`config.mk`:
```
export PLATFORM = sky130hd
export DESIGN_NAME = card_status_pins
export DESIGN_NICKNAME = d
export VERILOG_FILES = /design/src/rtl/card_status_pins.sv
export SDC_FILE = /design/constraint.sdc
export NUM_CORES = 1
export LEC_CHECK = 0
export BUFFER_PORTS_ARGS = -buffer_cell sky130_fd_sc_hd__buf_4
export CAP_MARGIN = 20
export CORE_AREA = 4 4 41 43
export CTS_CLUSTER_DIAMETER = 200
export DETAILED_ROUTE_END_ITERATION = 8
export DIE_AREA = 0 0 45 47
export PLACE_DENSITY = 0.73
export REMOVE_ABC_BUFFERS = 1
export SETUP_SLACK_MARGIN = 0.3
export SYNTH_ARGS = -nofsm -noshare
export SYNTH_HDL_FRONTEND = slang
export SYNTH_SLANG_ARGS = --single-unit
```
`constraint.sdc`:
```
create_clock -name clk -period 2.02 [get_ports clk]
set_input_delay 0.303 -clock clk [delete_from_list [all_inputs] [get_ports clk]]
set_output_delay 0.303 -clock clk [all_outputs]
set_load 0.02 [all_outputs]
```
`src/rtl/card_status_pins.sv`:
```
module card_status_pins #(
  parameter int AW = 10,
  parameter logic [AW-1:0] CFG_ADDR = 10'h200
) (
  input  logic          clk,
  input  logic          rst_n,
  input  logic          ce_n,
  input  logic          reg_n,
  input  logic          iord_n,
  input  logic          we_n,
  input  logic [AW-1:0] addr,
  input  logic [AW-1:0] win_base,
  input  logic [AW-1:0] win_mask,
  input  logic          indep_io,
  input  logic          word_ok,
  input  logic          irq_pending,
  output logic          ack_n,
  output logic          port16_n,
  output logic          intreq_n,
  output logic          io_mode
);

  logic io_rd, in_win, claim, cfg_wr;

  assign io_rd  = !ce_n && !reg_n && !iord_n;
  assign in_win = ((addr ^ win_base) & ~win_mask) == '0;
  assign claim  = io_rd && (indep_io || in_win);
  assign cfg_wr = !ce_n && !reg_n && !we_n && (addr == CFG_ADDR);

  always_ff @(posedge clk) begin
    if (!rst_n) begin
      io_mode  <= 1'b0;
      ack_n    <= 1'b1;
      port16_n <= 1'b1;
      intreq_n <= 1'b1;
    end else begin
      if (cfg_wr) io_mode <= 1'b1;
      ack_n    <= !claim;
      port16_n <= io_mode ? !(claim && word_ok) : 1'b1;
      intreq_n <= io_mode ? !irq_pending : 1'b1;
    end
  end

  a_r2_out_of_window: assert property (@(posedge clk) disable iff (!rst_n)
    (!ce_n && !reg_n && !iord_n && !indep_io &&
     (((addr ^ win_base) & ~win_mask) != '0)) |=> ack_n);

  a_r3_indep_ack: assert property (@(posedge clk) disable iff (!rst_n)
    (!ce_n && !reg_n && !iord_n && indep_io) |=> !ack_n);

  a_r4_release: assert property (@(posedge clk) disable iff (!rst_n)
    (ce_n || reg_n || iord_n) |=> ack_n);

  a_r6_mem_mode_pins: assert property (@(posedge clk) disable iff (!rst_n)
    !io_mode |=> (port16_n && intreq_n));

  a_r7_mode_sticky: assert property (@(posedge clk) disable iff (!rst_n)
    io_mode |=> io_mode);

  a_r9_irq_follow: assert property (@(posedge clk) disable iff (!rst_n)
    io_mode |=> (intreq_n == !$past(irq_pending)));

endmodule

```
Word-level counts from Yosys, hierarchy flattened
Cells that the tools add are included.
{ "classes": {"eq_ne": 1, "bitwise": 3, "reduce_logical": 16} }
{ "op_table": {"columns": ["operator", "n"], "rows": [
  ["bitwise AND 10 bit", 1],
  ["equality test 10 bit (second input constant)", 1],
  ["zero test 10 bit", 1],
  ["inverter 10 bit", 1],
  ["bitwise XOR 10 bit", 1],
  ["zero test 1 bit", 7],
  ["logical AND 1 bit", 6],
  ["AND reduction 2 bit", 1],
  ["logical OR 1 bit", 1]
]} }
{ "word_totals": {"reg_bits": 4} }

Depth between registers and ports, before layout
Gate-level depths: netlist of run 1.
{ "logic_depth": {"ltp_word": 7, "depth_mapped": 4} }

Least setup slack after synthesis of run 1
OpenSTA, ideal clock, no wires.
{ "synth_timing": {"kind": "input to register", "startpoint": "in reg_n", "endpoint": "reg port16_n", "t_arrival_ns": 0.949, "slack_ns": 0.941, "cell_stages": 4, "n_path_buf": 0, "path_cell_list": "nor4b_4 o21ai_2 nor4_2 a31oi_1"} }
{ "synth_via": {"elab_chain_len": 6} }
{ "synth_rtl": {"columns": ["item", "line", "rtl"], "rows": [
  ["start, declared", "8", "input logic reg_n,"],
  ["zero test 1 bit", "25", "assign io_rd = !ce_n && !reg_n && !iord_n;"],
  ["logical AND 1 bit (2 in a row)", "25", null],
  ["logical AND 1 bit", "27", "assign claim = io_rd && (indep_io || in_win);"],
  ["logical AND 1 bit", "39", "port16_n <= io_mode ? !(claim && word_ok) : 1'b1;"],
  ["zero test 1 bit", "39", null],
  ["end signal, assigned", "39", null],
  ["end, declared", "18", "output logic port16_n,"]
]} }
No other way between the ends.
A chain may end at the register's enable or synchronous reset.

Worst setup path in the final report of run 1
{ "layout_timing": {"startpoint": "reg io_mode", "endpoint": "out io_mode"} }
{ "layout_lines": {"columns": ["item", "line", "rtl"], "rows": [
  ["start, declared", "20", "output logic io_mode"],
  ["start signal, assigned", "32", "io_mode <= 1'b0;"],
  ["start signal, assigned", "37", "if (cfg_wr) io_mode <= 1'b1;"]
]} }
No word-level cell between the ends.

==> results.md, run 1 <==
- FP Rows: 13
- Worst clock skew: 0.00143 ns
- Final wirelength: 1010 um
- Total CTS buffers: 3
- DR vias: approximately 420
- Post-synth top area share: 0.277
- Power Internal: 0.215 mW
- Register area: 80.1 sq um
- DP Worst Slack: 0.715 ns
- Clk sink count: 4
- F_max: between 0.9 and 1 GHz
- Final hold vios: 0
- Core box area: 1300 sq um
- WP data arrival: 0.76 ns
- Critical path class: reg2out
- Combinational family with the most area after synthesis: simple AND/OR/NAND/NOR gates
- Fillers: 141
- Placed Area: 651 sq um
- Ys async rst share: 0
- Maxcap violations: 0
- Final-stage net count: 120
- Vias/cell: roughly 4.5
- Leak pwr: approximately 0.30 nW
- Critical path cell sequence: buf_4
- Area of the multi-input gates: 236 sq um
- Cell family with most CP delay: flip-flops
- Post-Syn Instances: 34
- Number of nets with antenna violations after routing: 0
- Critical path peak fanout: 4
- Register clock-pin slew on the reported worst setup and hold paths: about 0.04 ns
- Grt total ovfl: 0
- Detailed Route Iter0 Violations: 0
- Synth Area in Adders: 0
- Slew Viols, Final: 0
- Flop pwr share: 0.287
- TritonRoute pass-1 iters: 1
- Min cycle time layout: between 1 and 1.5 ns
- First-pass GRT wire length: 1550 um
- Cell area after synthesis: 317 sq um
- Share of layout cells above drive strength 1: 0.620
- Largest net degree at the start of global routing: 5
- Worst Setup Slack, final: approximately 0.96 ns
- R2R depth: 3
- Power Density: 413 nW/um^2
- Xor and xnor area share after synthesis: 0.277
- Initial core utilization: 0.243
- Overall power: 0.278 mW
- CTS tree: yes
- Cell depth of the worst hold path: 2
- Synth cell types: 16
- Final HPWL DP: roughly 950 um
- Simple logic cell fraction of the synthesized area: 0.292
- CTS Buffer Depth: 2
- CTS Hold Bufs: 0
- Hold slack: ~0.26 ns
- Layout area overhead: 113%
- Psw: 0.0633 mW
- WP data required: 1.72 ns
- Die Footprint: roughly 2100 sq um
- Complex-gate fraction of the synthesized area: 0.178
- Placed instance count: 91
- CP max-delay cell: dfxtp_1
- Crit end category: output pin
- Die W: ~45 um
- Seq/Total Area, Yosys: 0.253
- Leading area contributor after synthesis: xnor2_1
- Post-Layout Cell Count: 94
- Prevailing post-synth register cell: dfxtp_1
- Final TNS setup: 0 ns
- GRT Overall Usage: 0.100
- Placer Congestion: 0.633
- CP startpoint kind: flip-flop
- Syn Area/Cell: 9.31 sq um
- CP bufs+invs: 1
- Routed WL per cell: approximately 11 um
- Tightest Pin Transition: 0.277 ns
- Synthesized flop and latch total: 4
- Clk Latency, worst-skew pair: between 0.2 and 0.25 ns
- Outcome: completed
- Most frequent cell after synthesis: xnor2_1
- Sw frac: 0.227
- Max incr delay on CP: 0.36 ns
- Initial antenna violation count: 0
- N_diodes: 0
- Synth top cells by count: xnor2_1 (10), dfxtp_1 (4), o22ai_1 (4)
- Die Y-Extent: 47 um
- CTS root buf: clkbuf_4
- Multiplexer area fraction after synthesis: 0
- Unrepaired setup endpoints after global routing: no
- Crit path depth: 1
- Post-Layout Inst Area: approximately 670 sq um
- Number of global-route vias before repair: 428
- Area contributors post-synth: xnor2_1 (28%), dfxtp_1 (25%), o22ai_1 (7.9%)
- Logic pwr share: 0.362
- EDFF count, synth: 0
- Post-cts resize count: 0
- HP Class: in2reg
- Port Buffers: 42
- Clock Power Share: 0.351
- Worst vdd ir: 0.000127 V
- Slew HR: 0.814
- Drt drc: 0
- Deepest level of the CTS H-tree: 1
- Final core utilization: 0.517
- Top-Level Pins: 43
- Final period util: 0.525
- Final setup vio count: 0
- Yosys warnings: 0
- # Post-CTS Setup Buffers: 0
-- registers in the layout, indices dropped and copies added (netlist names) --
register  count
ack_n         1
intreq_n      1
io_mode       1
port16_n      1
-- final cells by class --
| class | count | area share |
|---|---|---|
| multi-input cells | 30 | 0.351 |
| flip-flops and latches | 4 | 0.119 |
| repair buffers | 42 | 0.468 |
| well taps | 15 | 0.0279 |
| clock buffers | 3 | 0.0335 |
-- power by group through the flow --
stage	sequential (mW)	combinational (mW)	clock, mW
after floorplan	0.0817	0.0327	0
after global placement	0.0812	0.102	0
after detailed placement	0.0812	0.102	0
after CTS	0.0799	0.102	0.103
after global routing	0.0799	0.111	0.108
final	0.0800	0.101	0.0977
-- per-layer routing --
metal | up-vias | wire length, um | GRT usage
met5 | - | 0 | 0
met4 | 0 | 0 | 0.0526
met3 | 0 | 196 | 0.0460
met2 | 31 | 493 | 0.178
met1 | 171 | 318 | 0.0977
li1 | 219 | - | -
-- logic make-up (layout without fill, tap and decap cells) --
group | count (synthesis) | after routing
AOI/OAI and AO/OA | 8 | 8
and+or+nand+nor | 12 | 12
buffers and inverters | 0 | 45
DFF | 4 | 4
xor gates and xnor gates | 10 | 10
-- worst paths after layout --
kind	start	end	slack, ns
worst max-delay path	io_mode	io_mode	0.96
worst min-delay path	irq_pending	intreq_n	0.26
worst max register to register	io_mode	port16_n	1.15
worst min register to register	io_mode	intreq_n	0.43
-- cell usage in the layout (no fill, tap or decap) --
| cell type | n |
|---|---|
| nor2b_1 | 1 |
| xnor2_1 | 10 |
| nor3b_1 | 1 |
| a31oi_1 | 1 |
| nor4b_4 | 1 |
| and3_2 | 1 |
| and2_1 | 1 |
| a22oi_1 | 1 |
| nor2_1 | 3 |
| a41oi_1 | 1 |
| nor4_2 | 1 |
| clkbuf_4 | 3 |
| o21ai_2 | 1 |
| o22ai_1 | 4 |
| buf_4 | 42 |
| nor4_1 | 2 |
| nand3_1 | 1 |
| dfxtp_1 | 4 |
(Power assumes the default switching activity.)
==> inputs of run 2 (changes only) <==
- PLACE_DENSITY: 0.73 -> 0.75
- clock period: 2.02 -> 0.85 ns (I/O delays scaled with it)
==> run 2 against run 1 <==
The run now ends with negative setup slack left. Cell area is 24% higher. Die area stayed put. Critical path depth is 1 higher. Sequential share of layout area is 1.7 points lower. Clock-buffer cell count stayed put. Critical endpoint unchanged. Largest power group unchanged.
==> results.md, run 2 (synthesis gave the netlist of run 1 again) <==
- Outcome: complete, but fails checks (was completed)
- Failing checks: negative setup slack
- Largest net degree at the start of global routing: 3 (was 5)
- Critical R2R Launch: io_mode (unchanged)
- Total CTS buffers: 3 (unchanged)
- DR vias: 484 (was 421)
- Die W: 45 um (unchanged)
- Deepest level of the CTS H-tree: 1 (unchanged)
- Slew HR: 0.771 (was 0.814)
- Placed Area: 673 sq um (was 651 sq um)
- Vias/cell: 4.89 (was 4.48)
- Final core utilization: 0.640 (was 0.517)
- Fillers: 122 (was 141)
- Final hold vios: 0 (unchanged)
- Clk Latency, worst-skew pair: 0.24 ns (was 0.23 ns)
- Detailed Route Iter0 Violations: 4 (was 0)
- WP data arrival: 0.78 ns (was 0.76 ns)
- CTS root buf: clkbuf_4 (unchanged)
- Critical path peak fanout: 2 (was 4)
- F_max: 1.10 GHz
- Post-Layout Inst Area: 833 sq um (was 673 sq um)
- Routed WL per cell: 14.0 um (was 10.7 um)
- Top-Level Pins: 43 (unchanged)
- Register clock-pin slew on the reported worst setup and hold paths: 0.04 ns (about the same)
- HP Class: in2reg (unchanged)
- Unrepaired setup endpoints after global routing: yes (was no)
- Number of nets with antenna violations after routing: 0 (unchanged)
- Initial core utilization: 0.243 (unchanged)
- Worst vdd ir: 0.000410 V (was 0.000127 V)
- Leak pwr: 0.377 nW (was 0.302 nW)
- Final-stage net count: 125 (was 120)
- N_diodes: 0 (unchanged)
- Power Density: 888 nW/um^2 (was 413 nW/um^2)
- Placer Congestion: 0.714 (was 0.633)
- TritonRoute pass-1 iters: 2 (was 1)
- Initial antenna violation count: 0 (unchanged)
- Worst Setup Slack, final: -0.0557 ns (was 0.960 ns)
- CTS tree: yes (unchanged)
- Share of layout cells above drive strength 1: 0.821 (was 0.620)
- Final wirelength: 1390 um (was 1010 um)
- GRT Overall Usage: 0.135 (was 0.100)
- Crit end category: output pin (unchanged)
- Maxcap violations: 0 (unchanged)
- Highest-count cells in the layout ignoring fill and taps: buf_4 (39), buf_6 (7), xnor2_2 (5), xnor2_1 (5), dfxtp_2 (4) (was buf_4 (42), xnor2_1 (10), o22ai_1 (4), dfxtp_1 (4))
- Die Y-Extent: 47 um (unchanged)
- Port Buffers: 42 (unchanged)
- Hold slack: 0.0804 ns (was 0.260 ns)
- Worst clock skew: 0.00365 ns (was 0.00143 ns)
- Final period util: 1.07
- Final setup vio count: 2 (was 0)
- Commonest non-fill, non-tap cell in the layout: buf_4 (unchanged)
- Tightest Pin Transition: 0.341 ns (was 0.277 ns)
- Critical path class: reg2out (unchanged)
- Die Footprint: 2120 sq um (unchanged)
- Slew Viols, Final: 0 (unchanged)
- Worst Setup SP: io_mode (unchanged)
- Layout area overhead: 163% (was 113%)
- Min cycle time layout: ~0.91 ns
- Drt drc: 0 (unchanged)
- CP startpoint kind: flip-flop (unchanged)
- Overall power: 0.740 mW (was 0.278 mW)
- Clk sink count: 4 (unchanged)
- FP Rows: 13 (unchanged)
- CTS Hold Bufs: 0 (unchanged)
- Grt total ovfl: 0 (unchanged)
- CTS Buffer Depth: 2 (unchanged)
- Hold wc startpoint: irq_pending (unchanged)
- Number of global-route vias before repair: 498 (was 428)
- WP data required: 0.72 ns (was 1.72 ns)
- Core box area: 1300 sq um (unchanged)
- First-pass GRT wire length: 1950 um (was 1550 um)
run 2: layer usage:
metal,global-route usage,wire length (um),up-vias
met5,0,0,-
met4,0.0877,23,0
met3,0.0460,178,4
met2,0.257,784,30
met1,0.120,400,220
li1,-,-,230
run 2: per-stage QoR:
step                      std cells  TNS [ns]  setup slack [ns]
after floorplan                  34    -0.123           -0.0836
after CTS                        99    -0.112           -0.0601
after detailed placement         94    -0.714            -0.332
after global placement           94    -0.520            -0.226
final                            99   -0.0703           -0.0557
after global routing             99    -0.177           -0.0807
run 2: final cells by class:
| cell class | count | area, sq um | share of cell area |
|---|---|---|---|
| timing repair buffer | 47 | 387 | 0.464 |
| multi-input combinational | 30 | 320 | 0.384 |
| sequential | 4 | 85.1 | 0.102 |
| clock buffer | 3 | 22.5 | 0.0270 |
| tap | 15 | 18.8 | 0.0225 |
run 2: worst max-delay path: stages, from the launching register on:
cell and delay, ns:
dfxtp_2 0.31, buf_6 0.11, buf_6 0.12
run 2: what timing repair did:
item / in CTS / in global routing
endpoints found under the setup margin: 8 / 8
buffers inserted: 2 / 0
hold endpoints to repair: 0 / 0
pin swaps: 3 / 2
gates cloned: 0 / 0
gates resized for setup: 16 / 9
run 2: power breakdown:
| group | switching, mW | total, mW | leakage (nW) | internal [mW] |
|---|---|---|---|---|
| Sequential | 0.000608 | 0.191 | 0.0314 | 0.190 |
| Combinational | 0.111 | 0.314 | 0.331 | 0.203 |
| Clock | 0.0778 | 0.236 | 0.0138 | 0.158 |
run 2: final timing paths:
kind,end,slack (ns),cells past startpoint
setup / recovery,io_mode,-0.06,2
hold / removal,intreq_n,0.08,2
setup reg to reg,io_mode,-0.01,4
hold reg to reg,port16_n,0.58,2
==> inputs of run 3 (changes only) <==
- PLACE_DENSITY: 0.75 -> 0.67
==> run 3 against run 2 <==
The run still ends with negative setup slack left. Sequential cell count is the same. Cell count increased by 1.0%. Sequential share of layout area is 0.19 points higher. Critical path depth is the same. Clock-buffer cell count unchanged. Cell area is 1.8% lower. Utilization fell by 1.2 points. Clock skew grew 0.0059 ns. Total power fell by 2.0%. Largest cell class unchanged. Highest routed layer is now met3.
==> results.md, run 3 (synthesis gave the netlist of run 1 again) <==
- Die Y-Extent: 47 um (unchanged)
- Final setup vio count: 3 (was 2)
- Final period util: 1.08 (was 1.07)
- Power Internal: 0.550 mW (was 0.551 mW)
- Largest net degree at the start of global routing: 4 (was 3)
- CTS root buf: clkbuf_4 (unchanged)
- Share of layout cells above drive strength 1: 0.788 (was 0.821)
- Logic pwr share: 0.411 (was 0.424)
- Register clock-pin slew on the reported worst setup and hold paths: 0.04 ns (about the same)
- Flop pwr share: 0.262 (was 0.257)
- Worst Setup Slack, final: -0.0662 ns (was -0.0557 ns)
- Area of the multi-input gates: 294 sq um (was 320 sq um)
- Clk sink count: 4 (unchanged)
- Deepest level of the CTS H-tree: 1 (unchanged)
- CP most frequent cell: buf_6 (unchanged)
- Critical path cell sequence: buf_6 -> buf_6 (unchanged)
- Routed WL per cell: 12.5 um (was 14.0 um)
- Top-Level Pins: 43 (unchanged)
- WP data required: 0.72 ns (about the same)
- Critical path class: reg2out (unchanged)
- Post-Layout Cell Count: 100 (was 99)
- Final HPWL DP: 1070 um
- GRT Overall Usage: 0.121 (was 0.135)
- Worst vdd ir: 0.000535 V (was 0.000410 V)
- HP Class: in2reg (unchanged)
- Total CTS buffers: 3 (unchanged)
- Highest-count cells in the layout ignoring fill and taps: buf_4 (39), buf_6 (8), xnor2_2 (5), xnor2_1 (5), dfxtp_2 (4) (was buf_4 (39), buf_6 (7), xnor2_2 (5), xnor2_1 (5), dfxtp_2 (4))
- CTS Hold Bufs: 0 (unchanged)
- Critical path peak fanout: 3 (was 2)
- Power Density: 887 nW/um^2 (was 888 nW/um^2)
- DR vias: 471 (was 484)
- Slew HR: 0.771 (about the same)
- Final hold vios: 0 (unchanged)
- Commonest non-fill, non-tap cell in the layout: buf_4 (unchanged)
- Hold slack: 0.0702 ns (was 0.0804 ns)
- Drt drc: 0 (unchanged)
- Final-stage net count: 126 (was 125)
- Initial core utilization: 0.243 (unchanged)
- TritonRoute pass-1 iters: 1 (was 2)
- F_max: 1.09 GHz (was 1.10 GHz)
- Outcome: complete, but fails checks (unchanged)
- FP Rows: 13 (unchanged)
- Sw frac: 0.242 (was 0.256)
- Register area: 85.1 sq um (unchanged)
- Leak pwr: 0.378 nW (was 0.377 nW)
- Detailed Route Iter0 Violations: 0 (was 4)
- Slew Viols, Final: 0 (unchanged)
- Number of global-route vias before repair: 481 (was 498)
- CP startpoint kind: flip-flop (unchanged)
- CTS Buffer Depth: 2 (unchanged)
- Final TNS setup: -0.109 ns (was -0.0703 ns)
- Final wirelength: 1250 um (was 1390 um)
- N_diodes: 0 (unchanged)
- DP Worst Slack: -0.272 ns (was -0.332 ns)
- Maxcap violations: 0 (unchanged)
- Layout area overhead: 158% (was 163%)
- Die Footprint: 2120 sq um (unchanged)
- Unrepaired setup endpoints after global routing: yes (unchanged)
- WP data arrival: 0.79 ns (was 0.78 ns)
- CP bufs+invs: 2 (unchanged)
- Clock Power Share: 0.327 (was 0.318)
- CTS tree: yes (unchanged)
- Placer Congestion: 0.759 (was 0.714)
- Port Buffers: 42 (unchanged)
- Clk Latency, worst-skew pair: 0.24 ns (about the same)
- Max incr delay on CP: 0.32 ns (was 0.31 ns)
- Number of nets with antenna violations after routing: 0 (unchanged)
- Die W: 45 um (unchanged)
- First-pass GRT wire length: 1840 um (was 1950 um)
- Crit end category: output pin (unchanged)
- Grt total ovfl: 0 (unchanged)
- CP max-delay cell: dfxtp_2 (unchanged)
- Fillers: 122 (unchanged)
- Min cycle time layout: 0.916 ns (was 0.906 ns)
- Tightest Pin Transition: 0.341 ns (about the same)
- Initial antenna violation count: 0 (unchanged)
- Core box area: 1300 sq um (unchanged)
- Worst clock skew: 0.00956 ns (was 0.00365 ns)
- Cell family with most CP delay: flip-flops (unchanged)
- Vias/cell: 4.71 (was 4.89)
- Failing checks: negative setup slack (unchanged)
- Psw: 0.176 mW (was 0.190 mW)
- Placed instance count: 95 (was 94)
==> run 3: changes by cell type in the layout (fill, tap and decap cells not counted) <==
cell     previous run  this run
buf_6               7         8
o22ai_2             3         2
nand3_2             1         0
nor4_1              1         2
o22ai_1             1         2
nor4_4              1         0
nand3_1             0         1
==> run 3: power by group through the flow <==
stage	clock network, mW	registers, mW	logic (mW)
finish	0.237	0.190	0.299
global route	0.254	0.190	0.323
CTS	0.238	0.190	0.281
detailed placement	0	0.193	0.255
global placement	0	0.193	0.253
floorplan	0	0.194	0.0776
==> run 3: path summary, 6_finish.rpt <==
path / startpoint / to / slack [ns] / cells past startpoint
setup reg to reg: io_mode / port16_n / -0.02 / 3
hold reg to reg: io_mode / intreq_n / 0.51 / 2
setup / recovery: io_mode / io_mode / -0.07 / 2
hold / removal: irq_pending / intreq_n / 0.07 / 2
==> run 3: cell type report <==
cell class | instances | share of cell area
Timing Repair Buffer | 48 | 0.486
Multi-Input combinational cell | 30 | 0.359
Tap cell | 15 | 0.0229
Sequential cell | 4 | 0.104
Clock buffer | 3 | 0.0275
==> run 3: repair_timing <==
action,in CTS,in global routing
setup buffers,2,0
setup endpoints to repair,8,8
pin swaps,4,3
gates resized for setup,17,5
==> run 3: metrics by stage <==
| step | instance area [sq um] | util | total power, mW |
|---|---|---|---|
| finish | 818 | 0.629 | 0.726 |
| global route | 818 | 0.629 | 0.766 |
| CTS | 786 | 0.604 | 0.709 |
| detailed placement | 681 | 0.523 | 0.448 |
| global placement | 681 | 0.523 | 0.446 |
| floorplan | 317 | - | 0.272 |
==> run 3: per-layer routing <==
layer / wire length (um) / global-route usage / share of wire
met5: 0 / 0 / 0
met4: 0 / 0.0351 / 0
met3: 174 / 0.0498 / 0.14
met2: 705 / 0.237 / 0.57
met1: 367 / 0.113 / 0.29
